==> config.mk <==
export PLATFORM = sky130hd
export DESIGN_NAME = sc_char_uart
export DESIGN_NICKNAME = d
export VERILOG_FILES = /design/src/rtl/sc_char_uart.sv
export SDC_FILE = /design/constraint.sdc
export NUM_CORES = 1
export LEC_CHECK = 0
export ABC_AREA = 0
export BUFFER_PORTS_ARGS = -buffer_cell sky130_fd_sc_hd__buf_4
export CAP_MARGIN = 20
export CORE_MARGIN = 2
export CORE_UTILIZATION = 60
export DETAILED_ROUTE_END_ITERATION = 7
export GPL_TIMING_DRIVEN = 0
export PLACE_DENSITY = 0.77
export SLEW_MARGIN = 20
export SYNTH_ARGS = -nofsm -noshare
export SYNTH_HDL_FRONTEND = slang
export SYNTH_SLANG_ARGS = --single-unit
==> constraint.sdc <==
create_clock -name clk -period 3.9 [get_ports clk]
set_input_delay 0.78 -clock clk [delete_from_list [all_inputs] [get_ports clk]]
set_output_delay 0.78 -clock clk [all_outputs]
set_load 0.02 [all_outputs]
==> src/rtl/sc_char_uart.sv <==
module sc_char_uart #(
  parameter int ETU_W = 8,
  parameter int GUARD_W = 8,
  parameter int FIFO_DEPTH = 8,
  localparam int CNT_W = $clog2(FIFO_DEPTH + 1),
  localparam int PTR_W = $clog2(FIFO_DEPTH),
  localparam int BI_W = GUARD_W + 2
) (
  input  logic             clk,
  input  logic             rst_n,
  input  logic [ETU_W-1:0] etu_div,
  input  logic [GUARD_W-1:0] guard_etu,
  input  logic             proto_t1,
  input  logic             inv_par,
  input  logic [2:0]       retry_max,
  input  logic [2:0]       fifo_len,
  input  logic             tx_mode,
  input  logic             wr_tx,
  input  logic [7:0]       tx_data,
  input  logic             last_char,
  input  logic             rd_rx,
  output logic [7:0]       rx_data,
  output logic [CNT_W-1:0] rx_cnt,
  input  logic             rd_status,
  output logic [3:0]       status,
  input  logic             io_in,
  output logic             io_oe
);
  logic busy_tx, busy_rx, tx_mode_q, io_q, nak_hit, last_q, tbe;
  logic rx_bad, rx_perr, pe, ovr, fer;
  logic [ETU_W-1:0] ec;
  logic [BI_W-1:0] bi;
  logic [15:0] txf;
  logic [2:0] rc;
  logic [7:0] sh;
  logic [7:0] mem [FIFO_DEPTH];
  logic [PTR_W-1:0] wp, rp;
  logic [CNT_W-1:0] cnt;

  wire [ETU_W-1:0] half = etu_div >> 1;
  wire [ETU_W-1:0] frac = ETU_W'(({3'b000, etu_div} << 2) / 5);
  wire [BI_W-1:0] gap_bi = (proto_t1 ? BI_W'(10) : BI_W'(11)) + BI_W'(guard_etu);
  wire mid = ec == half;
  wire ec_wrap = ec == etu_div - 1'b1;
  wire tx_end = busy_tx && bi == gap_bi && ec == frac - 1'b1;
  wire rx_end = busy_rx && mid && bi == (proto_t1 ? BI_W'(10) : BI_W'(11));
  wire full = cnt == CNT_W'(fifo_len) + 1'b1;
  wire push = rx_end && !rx_bad && !full;
  wire pop = rd_rx && cnt != '0;
  wire nak_win = (bi == BI_W'(10) && ec >= half) || (bi == BI_W'(11) && ec < half);

  assign io_oe = (busy_tx && bi < BI_W'(10) && !txf[bi[3:0]]) || (busy_rx && rx_bad && nak_win);
  assign status = {pe, ovr, fer, tx_mode ? tbe : full};
  assign rx_data = mem[rp];
  assign rx_cnt = cnt;

  always_ff @(posedge clk or negedge rst_n) begin
    if (!rst_n) begin
      busy_tx <= 1'b0; busy_rx <= 1'b0; tx_mode_q <= 1'b0; io_q <= 1'b1;
      nak_hit <= 1'b0; last_q <= 1'b0; tbe <= 1'b0; rx_bad <= 1'b0; rx_perr <= 1'b0;
      pe <= 1'b0; ovr <= 1'b0; fer <= 1'b0;
      ec <= '0; bi <= '0; txf <= '1; rc <= '0; sh <= '0;
    end else begin
      tx_mode_q <= tx_mode;
      io_q <= io_in;
      if (rd_status) begin
        pe <= 1'b0; ovr <= 1'b0; fer <= 1'b0;
      end
      if (busy_tx || busy_rx) begin
        if (ec_wrap) begin
          ec <= '0;
          bi <= bi + 1'b1;
        end else ec <= ec + 1'b1;
      end
      if (busy_tx) begin
        if (!proto_t1 && bi == BI_W'(10) && mid && !io_in) nak_hit <= 1'b1;
        if (tx_end) begin
          bi <= '0; ec <= '0; nak_hit <= 1'b0;
          if (nak_hit && rc < retry_max) rc <= rc + 1'b1;
          else begin
            busy_tx <= 1'b0;
            tbe <= !last_q;
            if (nak_hit) pe <= 1'b1;
          end
        end
      end else if (busy_rx) begin
        if (mid) begin
          if (bi == '0 && io_in) busy_rx <= 1'b0;
          if (bi >= BI_W'(1) && bi <= BI_W'(8)) sh <= {io_in, sh[7:1]};
          if (bi == BI_W'(9)) begin
            rx_perr <= ^sh ^ io_in;
            rx_bad <= !proto_t1 && (^sh ^ io_in ^ inv_par);
          end
          if (bi == BI_W'(10) && (proto_t1 || !rx_bad) && !io_in) fer <= 1'b1;
        end
        if (rx_end) begin
          busy_rx <= 1'b0;
          if (rx_bad || (proto_t1 && rx_perr)) pe <= 1'b1;
          if (!rx_bad && full) ovr <= 1'b1;
        end
      end else if (tx_mode && wr_tx) begin
        busy_tx <= 1'b1; bi <= '0; ec <= '0; rc <= '0; nak_hit <= 1'b0;
        txf <= {6'h3f, ^tx_data ^ inv_par, tx_data, 1'b0};
        tbe <= 1'b0;
        last_q <= last_char;
      end else if (!tx_mode && io_q && !io_in) begin
        busy_rx <= 1'b1; bi <= '0; ec <= '0; rx_bad <= 1'b0; rx_perr <= 1'b0;
      end
      if (tx_mode && !tx_mode_q) tbe <= 1'b1;
    end
  end

  always_ff @(posedge clk) begin
    if (push) mem[wp] <= sh;
  end

  always_ff @(posedge clk or negedge rst_n) begin
    if (!rst_n) begin
      wp <= '0; rp <= '0; cnt <= '0;
    end else begin
      if (push) wp <= wp + 1'b1;
      if (pop) rp <= rp + 1'b1;
      case ({push, pop})
        2'b10: cnt <= cnt + 1'b1;
        2'b01: cnt <= cnt - 1'b1;
        default: cnt <= cnt;
      endcase
    end
  end
endmodule

==> results.sh, run 1 <==
export IMPL_outcome="complete, but fails checks"
export IMPL_violations="setup timing"
export IMPL_totalWireLength_um=26800
export IMPL_cts_tree="done"
export IMPL_worst_pin_slew_ps=1090
export IMPL_wl_per_cell_um=19.5
export IMPL_finClkSkew_ps=7.78
export IMPL_fin_crit_sh=2.43
export IMPL_async_flop_share=0.488
export IMPL_fin_nets=1220
export IMPL_root_buffer="clkbuf_16"
export IMPL_core_mm2=0.0158
export IMPL_first_global_vias=8337
export IMPL_place_gp_congestion=0.927
export IMPL_mostFrequentLayoutCells="buf_4, nand2_1, nor2_1"
export IMPL_ctsHtreeMaxLevel=4
export IMPL_worstPathMaxFanout=10
export IMPL_syn_to_final_growth_pct=27.9
export IMPL_drt_iter0_drc=934
export IMPL_p_leak_nw=4.72
export IMPL_critPathTopFamily="compound AO/OA/AOI/OAI gates"
export IMPL_syn_avg_cell_area_um2=9.58
export IMPL_clockBufferDepth=2
export IMPL_dr_max_layer_used="met4"
export IMPL_synth_ff_type="edfxtp_1"
export IMPL_num_fill_cells=1028
export IMPL_routed_via_count=8740
export IMPL_setup_violations=25
export IMPL_firstDrtPassIters=6
export IMPL_slew_headroom=0.271
export IMPL_insertedDiodeCount=0
export IMPL_crit_required_ps=4170
export IMPL_die_height_um=131
export IMPL_cts_clk_slew_worst_paths_ps=60
export IMPL_ys_ff_latch=125
export IMPL_track_usage=0.314
export IMPL_setup_slack_ps=-5570
export IMPL_die_w_um=131
export IMPL_dieArea_mm2=0.0170
export IMPL_cp_slowest_cell="or4b_4"
export IMPL_pin_count=57
export IMPL_grt_ovfl_total=0
export IMPL_wl_met3_um=1980
export IMPL_rows=46
export IMPL_multi_input_area_mm2=0.00650
export IMPL_start_kind="input port"
export IMPL_powerDensity_mw_per_mm2=434
export IMPL_setup_tns_ps=-138250
export IMPL_dp_hpwl_um=17000
export IMPL_r2r_setup_slack_ps=360
export IMPL_clock_sinks=125
export IMPL_rsz0062_at_grt="true"
export IMPL_drv_cap=0
export IMPL_peakVddDrop_mv=0.378
export IMPL_cts_buffers=17
export IMPL_met1_length_um=11000
export IMPL_max_freq_mhz=106
export IMPL_hold_ws_ps=426
export IMPL_wl_met2_um=12900
export IMPL_critical_path_buf_inv_count=8
export IMPL_crit_path_end_kind="flip-flop"
export IMPL_grt_pass1_wl_um=42300
export IMPL_drtAntennaViolNets=0
export IMPL_start_util=0.609
export IMPL_syn_area_mm2=0.00961
export IMPL_layout_drive_gt1_share=0.320
export IMPL_syn_inst=1003
export IMPL_maxSlewViolCount=0
export IMPL_critPathArrivalTime_ps=9730
export IMPL_drcViolationCount=0
export IMPL_synth_edf_count=64
export IMPL_synth_fp_nets=1077
export IMPL_portBuffers=55
export IMPL_yosys_warnings=0
export IMPL_via_per_inst=6.36
export IMPL_hold_class="in2async"
export IMPL_final_common_cell="buf_4"
export IMPL_regArea_mm2=0.00346
export IMPL_antenna_found_initial=0
export IMPL_crit_path_max_incr_delay_ps=560
export IMPL_clock_latency_ps=410
export IMPL_crit_type="in2reg"
export IMPL_grt_max_degree=62
export IMPL_ys_seq_area_frac=0.360
export IMPL_final_hold_viol_count=0
export IMPL_period_minus_slack_ps=9470
export IMPL_synthDistinctLibCells=116
## timing repair
item                       4_1_cts  5_1_grt
setup endpoints to repair       99       92
setup buffers                   54       19
pin swaps                       42       35
hold buffers                     0        0
cloned                           1        0
gates resized for setup         79       75
## kinds of logic (layout without fill, tap and decap cells)
logic type	after synthesis	after routing	synth area share
mux	50	50	0.0794
simple gates	390	390	0.211
fa+ha+maj	34	34	0.0451
buf+inv	86	241	0.0388
flops	125	125	0.360
xor+xnor	86	86	0.0784
compound gates	232	232	0.187
## area by class of cell
| class | count | area share |
|---|---|---|
| multi-input combinational | 792 | 0.529 |
| sequential | 125 | 0.282 |
| timing repair buffer | 129 | 0.0874 |
| clock buffer | 18 | 0.0349 |
| tap | 216 | 0.0220 |
| buffer | 42 | 0.0202 |
| inverter | 39 | 0.0135 |
| clock inverter | 13 | 0.0114 |
## synthesized netlist by cell type, types with 7 or more instances
library cell / n / area share
a31oi_1: 7 / 0.0046
mux4_2: 18 / 0.042
buf_2: 7 / 0.0036
a21o_1: 8 / 0.0063
dfrtp_1: 50 / 0.13
nand3_1: 37 / 0.019
mux2_2: 20 / 0.023
xnor2_1: 54 / 0.049
clkbuf_1: 27 / 0.011
dfstp_2: 11 / 0.030
inv_1: 37 / 0.014
o21a_1: 8 / 0.0063
nand4_1: 17 / 0.011
o211ai_1: 9 / 0.0070
nor2_1: 88 / 0.034
ha_1: 33 / 0.043
edfxtp_1: 64 / 0.20
nor3_1: 29 / 0.015
mux2i_1: 11 / 0.011
xor2_1: 32 / 0.029
and2_1: 14 / 0.0091
nand2_1: 114 / 0.045
o21ai_0: 39 / 0.020
nor2b_1: 11 / 0.0072
and3_1: 8 / 0.0052
a21oi_1: 49 / 0.026
a211oi_1: 8 / 0.0063
## registers in the layout (all words and copies together) (netlist names), 3 cells and up
register  flops
ec            8
rp            3
sh            8
wp            3
bi           10
mem          64
rx_cnt        4
txf          10
rc            3
## path summary, 6_finish.rpt
path / endpoint / depth (start not counted) / from
worst max-delay path: ec[3] / 43 / etu_div[6]
worst min-delay path: rx_cnt[1] / 1 / rst_n
worst max register to register: ec[3] / 15 / bi[0]
worst min register to register: txf[6] / 2 / txf[6]
max in group asynchronous: bi[6] / 1 / rst_n
min in group clk: txf[6] / 2 / txf[6]
## metal layers
layer  vias to the layer above  track usage
li1                       4039            -
met1                      4168        0.417
met2                       455        0.514
met3                        78       0.0533
met4                         0        0.128
met5                         -            0
## where the power goes
group          total (mW)  switching (mW)  internal [mW]
combinational        2.23            1.32          0.915
clock                1.53           0.590          0.938
sequential           1.57          0.0763           1.49
## metrics by stage
stage | std cells | area (µm²) | worst slack [ps] | total power, mW | util
floorplan | 1003 | 9740 | -5560 | 2.91 | -
global placement | 1274 | 10400 | -7150 | 3.27 | 0.661
detailed placement | 1274 | 10400 | -7170 | 3.30 | 0.661
CTS | 1356 | 11800 | -5450 | 5.08 | 0.751
global route | 1374 | 12300 | -5770 | 5.58 | 0.779
finish | 1374 | 12300 | -5570 | 5.33 | 0.779
Note: power is estimated with default switching activity, not from simulation.
==> run 2: changes to the inputs <==
--- a/config.mk
+++ b/config.mk
@@ -8,7 +8,7 @@
 export ABC_AREA = 0
 export BUFFER_PORTS_ARGS = -buffer_cell sky130_fd_sc_hd__buf_4
 export CAP_MARGIN = 20
-export CORE_MARGIN = 2
+export CORE_MARGIN = 5
 export CORE_UTILIZATION = 60
 export DETAILED_ROUTE_END_ITERATION = 7
 export GPL_TIMING_DRIVEN = 0
==> constraint.sdc (replaced) <==
create_clock -name clk -period 3.9 [get_ports clk]
set_input_delay 0.585 -clock clk [delete_from_list [all_inputs] [get_ports clk]]
set_output_delay 0.585 -clock clk [all_outputs]
set_load 0.02 [all_outputs]
==> results.sh, run 2 (same netlist as run 1, synthesis figures left out) <==
export IMPL_final_common_cell="buf_4"
export IMPL_crit_type="in2reg"
export IMPL_core_mm2=0.0158
export IMPL_via_per_inst=6.41
export IMPL_outcome="complete, but fails checks"
export IMPL_setup_slack_ps=-5580
export IMPL_top_regs="mem: 64 flops, bi: 10 flops, txf: 10 flops"
export IMPL_combPwrFrac=0.422
export IMPL_place_gp_congestion=0.941
export IMPL_max_freq_mhz=106
export IMPL_totalWireLength_um=27500
export IMPL_drt_iter0_drc=862
export IMPL_cp_slowest_cell="or4b_4"
export IMPL_grt_ovfl_total=0
export IMPL_crit_path_max_incr_delay_ps=550
export IMPL_period_minus_slack_ps=9480
export IMPL_ctsHtreeMaxLevel=4
export IMPL_fin_crit_sh=2.43
export IMPL_grt_pass1_wl_um=41900
export IMPL_internal_power_mw=3.36
export IMPL_clock_sinks=125
export IMPL_sequentialPowerShare=0.288
export IMPL_fin_nets=1236
export IMPL_start_util=0.609
export IMPL_die_height_um=137
export IMPL_syn_to_final_growth_pct=28.9
export IMPL_swShare=0.384
export IMPL_violations="setup timing"
export IMPL_firstDrtPassIters=7
export IMPL_final_cell_area_mm2=0.0124
export IMPL_portBuffers=55
export IMPL_cts_buffers=17
export IMPL_rows=46
export IMPL_root_buffer="clkbuf_16"
export IMPL_die_w_um=137
export IMPL_switching_power_mw=2.09
export IMPL_layout_drive_gt1_share=0.327
export IMPL_wl_per_cell_um=19.8
export IMPL_crit_path_end_kind="flip-flop"
export IMPL_peakVddDrop_mv=0.418
export IMPL_powerDensity_mw_per_mm2=440
export IMPL_cts_tree="done"
export IMPL_pin_count=57
export IMPL_worstPathMaxFanout=9
export IMPL_dieArea_mm2=0.0186
export IMPL_regMostFlops="mem"
export IMPL_crit_required_ps=4230
export IMPL_start_kind="input port"
export IMPL_drtAntennaViolNets=0
export IMPL_first_global_vias=8474
export IMPL_mostFrequentLayoutCells="buf_4, nand2_1, nor2_1"
export IMPL_hold_class="in2async"
export IMPL_finClkSkew_ps=8.89
export IMPL_rsz0062_at_grt="true"
export IMPL_insertedDiodeCount=0
export IMPL_p_clk_frac=0.290
export IMPL_clock_latency_ps=420
export IMPL_clockBufferDepth=2
export IMPL_maxSlewViolCount=0
export IMPL_setup_violations=25
export IMPL_antenna_found_initial=0
export IMPL_post_dp_cell_area_mm2=0.0104
export IMPL_routed_via_count=8915
export IMPL_cts_clk_slew_worst_paths_ps=70
export IMPL_p_leak_nw=4.78
export IMPL_critPathArrivalTime_ps=9810
export IMPL_drcViolationCount=0
export IMPL_drv_cap=0
export IMPL_track_usage=0.281
export IMPL_grt_max_degree=62
export IMPL_dpl_worst_slack_ps=-7050
export IMPL_dp_hpwl_um=17300
export IMPL_worst_pin_slew_ps=876
export IMPL_final_hold_viol_count=0
export IMPL_slew_headroom=0.414
export IMPL_ctsHoldBuffers=0
export IMPL_largest_reg_flops=64
==> run 2: area by class of cell <==
| type | count | area [µm²] |
|---|---|---|
| clock buffers | 17 | 425 |
| plain buffers | 42 | 244 |
| multi-input cells | 792 | 6500 |
| clock inverters | 15 | 168 |
| well taps | 216 | 270 |
| repair buffers | 145 | 1150 |
| flip-flops and latches | 125 | 3460 |
| inverters | 39 | 165 |
| fillers | 1006 | 3380 |
==> run 2: per-layer routing <==
metal  global-route usage  share of wire
met1                0.371           0.41
met4                0.111          0.038
met3               0.0460          0.062
met2                0.464           0.49
met5                    0              0
==> run 2: power by group through the flow <==
stage                     Combinational (mW)  Sequential, mW  Clock [mW]
after global placement                  1.68            1.59           0
after floorplan                         1.34            1.57           0
after CTS                               2.01            1.57        1.59
after detailed placement                1.71            1.59           0
final                                   2.30            1.57        1.58
after global routing                    2.44            1.58        1.65
==> run 2: what timing repair did <==
action	in CTS	in global routing
gates resized for setup	80	68
setup endpoints to repair	71	98
pin swaps	47	38
setup buffers	58	30
gates cloned	1	1
==> run 2: metrics by stage <==
stage / std cells / total power [mW] / util / TNS, ps / hold slack, ps
after detailed placement: 1274 / 3.30 / 0.661 / -200870 / 450
after global placement: 1274 / 3.27 / 0.660 / -206520 / 450
after CTS: 1362 / 5.17 / 0.753 / -132910 / 261
after global routing: 1391 / 5.66 / 0.785 / -143270 / 297
final: 1391 / 5.45 / 0.785 / -137400 / 233
after floorplan: 1003 / 2.90 / - / -130910 / 289
==> run 2: worst paths after layout <==
check	end	slack, ps	start	cells past startpoint
max	rc[0]	-5580	etu_div[1]	41
min	rx_cnt[1]	230	rst_n	1
max reg2reg	rx_cnt[3]	180	ec[0]	15
min reg2reg	txf[4]	460	txf[4]	2
max in group asynchronous	bi[6]	3120	rst_n	1
min in group clk	io_q	320	io_in	1
==> run 2: worst max-delay path, delay by kind of cell <==
family                   cells  cell delay, ps
AO/OA/AOI/OAI               13            3390
XOR/XNOR                     1             160
AND/OR/NAND/NOR             16            4090
multiplexers                 1             230
buffers and inverters        7             790
adder cells (fa/ha/maj)      3             520
==> run 3: changes to the inputs <==
--- a/config.mk
+++ b/config.mk
@@ -8,11 +8,12 @@
 export ABC_AREA = 0
 export BUFFER_PORTS_ARGS = -buffer_cell sky130_fd_sc_hd__buf_4
 export CAP_MARGIN = 20
+export CORE_ASPECT_RATIO = 0.7
 export CORE_MARGIN = 5
-export CORE_UTILIZATION = 60
+export CORE_UTILIZATION = 50
 export DETAILED_ROUTE_END_ITERATION = 7
 export GPL_TIMING_DRIVEN = 0
-export PLACE_DENSITY = 0.77
+export PLACE_DENSITY = 0.66
 export SLEW_MARGIN = 20
 export SYNTH_ARGS = -nofsm -noshare
 export SYNTH_HDL_FRONTEND = slang
==> results.sh, run 3 (same netlist as run 1, synthesis figures left out) <==
export IMPL_outcome="complete, but fails checks"
export IMPL_violations="setup timing"
export IMPL_critPathTopFamily="simple AND/OR/NAND/NOR gates"
export IMPL_insertedDiodeCount=0
export IMPL_grt_max_degree=62
export IMPL_swShare=0.377
export IMPL_crit_path_max_incr_delay_ps=560
export IMPL_fin_nets=1222
export IMPL_fin_crit_sh=2.40
export IMPL_dp_cells=1302
export IMPL_final_hold_viol_count=0
export IMPL_via_per_inst=6.13
export IMPL_antenna_found_initial=1
export IMPL_clock_sinks=125
export IMPL_p_leak_nw=4.74
export IMPL_cts_buffers=17
export IMPL_portBuffers=55
export IMPL_period_minus_slack_ps=9370
export IMPL_peakVddDrop_mv=0.278
export IMPL_grt_ovfl_total=0
export IMPL_hold_ws_ps=263
export IMPL_die_w_um=176
export IMPL_cp_slowest_cell="or4b_4"
export IMPL_clockBufferDepth=2
export IMPL_critical_path_buf_inv_count=9
export IMPL_place_gp_congestion=0.907
export IMPL_top_regs="mem: 64 flops, bi: 10 flops, txf: 10 flops"
export IMPL_track_usage=0.242
export IMPL_wl_per_cell_um=19.3
export IMPL_maxSlewViolCount=0
export IMPL_worst_pin_slew_ps=963
export IMPL_sequentialPowerShare=0.296
export IMPL_setup_slack_ps=-5470
export IMPL_layout_drive_gt1_share=0.306
export IMPL_dp_hpwl_um=18900
export IMPL_cts_clk_slew_worst_paths_ps=60
export IMPL_firstDrtPassIters=5
export IMPL_drtAntennaViolNets=0
export IMPL_max_freq_mhz=107
export IMPL_p_clk_frac=0.300
export IMPL_drcViolationCount=0
export IMPL_setup_violations=25
export IMPL_combPwrFrac=0.404
export IMPL_finClkSkew_ps=14.2
export IMPL_internal_power_mw=3.30
export IMPL_start_util=0.508
export IMPL_totalWireLength_um=27000
export IMPL_pin_count=57
export IMPL_switching_power_mw=2.00
export IMPL_largest_reg_flops=64
export IMPL_report_power_total_mw=5.30
export IMPL_start_kind="input port"
export IMPL_syn_to_final_growth_pct=27.2
export IMPL_final_core_util=0.646
export IMPL_die_height_um=126
export IMPL_powerDensity_mw_per_mm2=434
export IMPL_ctsHtreeMaxLevel=4
export IMPL_core_mm2=0.0189
export IMPL_drv_cap=0
export IMPL_slew_headroom=0.350
export IMPL_worstPathMaxFanout=8
export IMPL_mostFrequentLayoutCells="buf_4, nand2_1, nor2_1"
export IMPL_root_buffer="clkbuf_16"
export IMPL_routed_via_count=8597
export IMPL_rsz0062_at_grt="true"
export IMPL_clock_latency_ps=430
export IMPL_regMostFlops="mem"
export IMPL_first_global_vias=7877
export IMPL_crit_type="in2reg"
export IMPL_crit_path_end_kind="flip-flop"
export IMPL_fin_cells=1403
export IMPL_final_common_cell="buf_4"
export IMPL_cts_tree="done"
export IMPL_critPathArrivalTime_ps=9670
export IMPL_crit_top_cell="ha_4"
export IMPL_drt_iter0_drc=757
export IMPL_hold_class="in2async"
export IMPL_grt_pass1_wl_um=43300
export IMPL_rows=42
export IMPL_crit_required_ps=4210
export IMPL_dieArea_mm2=0.0221
run 3: cell types whose count changed in the layout (fill, tap and decap cells not counted), sizes merged:
cell,delta
clkinv,-1
buf,-13
clkinvlp,-1
inv,+2
clkdlybuf4s15,-1
run 3: power groups by stage:
stage / clock [mW] / combinational [mW] / sequential [mW]
finish: 1.59 / 2.14 / 1.57
global route: 1.68 / 2.32 / 1.58
CTS: 1.61 / 1.97 / 1.57
detailed placement: 0 / 1.72 / 1.59
global placement: 0 / 1.72 / 1.59
floorplan: 0 / 1.34 / 1.57
run 3: per-stage QoR:
stage	TNS, ps	setup slack, ps	instance area, µm²
after floorplan	-130910	-5370	9720
after global placement	-227180	-7170	10400
after detailed placement	-208930	-7090	10500
after CTS	-133790	-5390	11900
after global routing	-142240	-5730	12200
final	-135740	-5470	12200
run 3: path summary, 6_finish.rpt:
| path | to | slack, ps | cells past startpoint | start |
|---|---|---|---|---|
| max | ec[1] | -5470 | 43 | etu_div[1] |
| min | ovr | 260 | 1 | rst_n |
| max reg2reg | ec[1] | 260 | 15 | bi[0] |
| min reg2reg | txf[3] | 450 | 2 | txf[3] |
| max in group asynchronous | rc[2] | 3100 | 1 | rst_n |
| min in group clk | io_q | 320 | 1 | io_in |
run 3: metal layers:
metal	GRT usage	part of all wire	up-vias
met2	0.336	0.41	346
met4	0.0431	0.011	2
met5	0	0.00026	-
met3	0.0488	0.078	35
li1	-	-	4028
met1	0.390	0.50	4186
run 3: repair_timing:
item / CTS / global route
setup endpoints to repair: 78 / 94
hold buffers: 0 / 0
gates resized for setup: 78 / 46
pin swaps: 39 / 13
setup buffers: 54 / 17
cloned: 1 / 0
run 3: layout make-up:
cell class / instances / area (µm²)
Clock buffer: 17 / 425
Fill cell: 1545 / 6690
Sequential cell: 125 / 3460
Clock inverter: 15 / 166
Tap cell: 242 / 303
Inverter: 39 / 160
Multi-Input combinational cell: 792 / 6380
Buffer: 44 / 264
Timing Repair Buffer: 129 / 1060
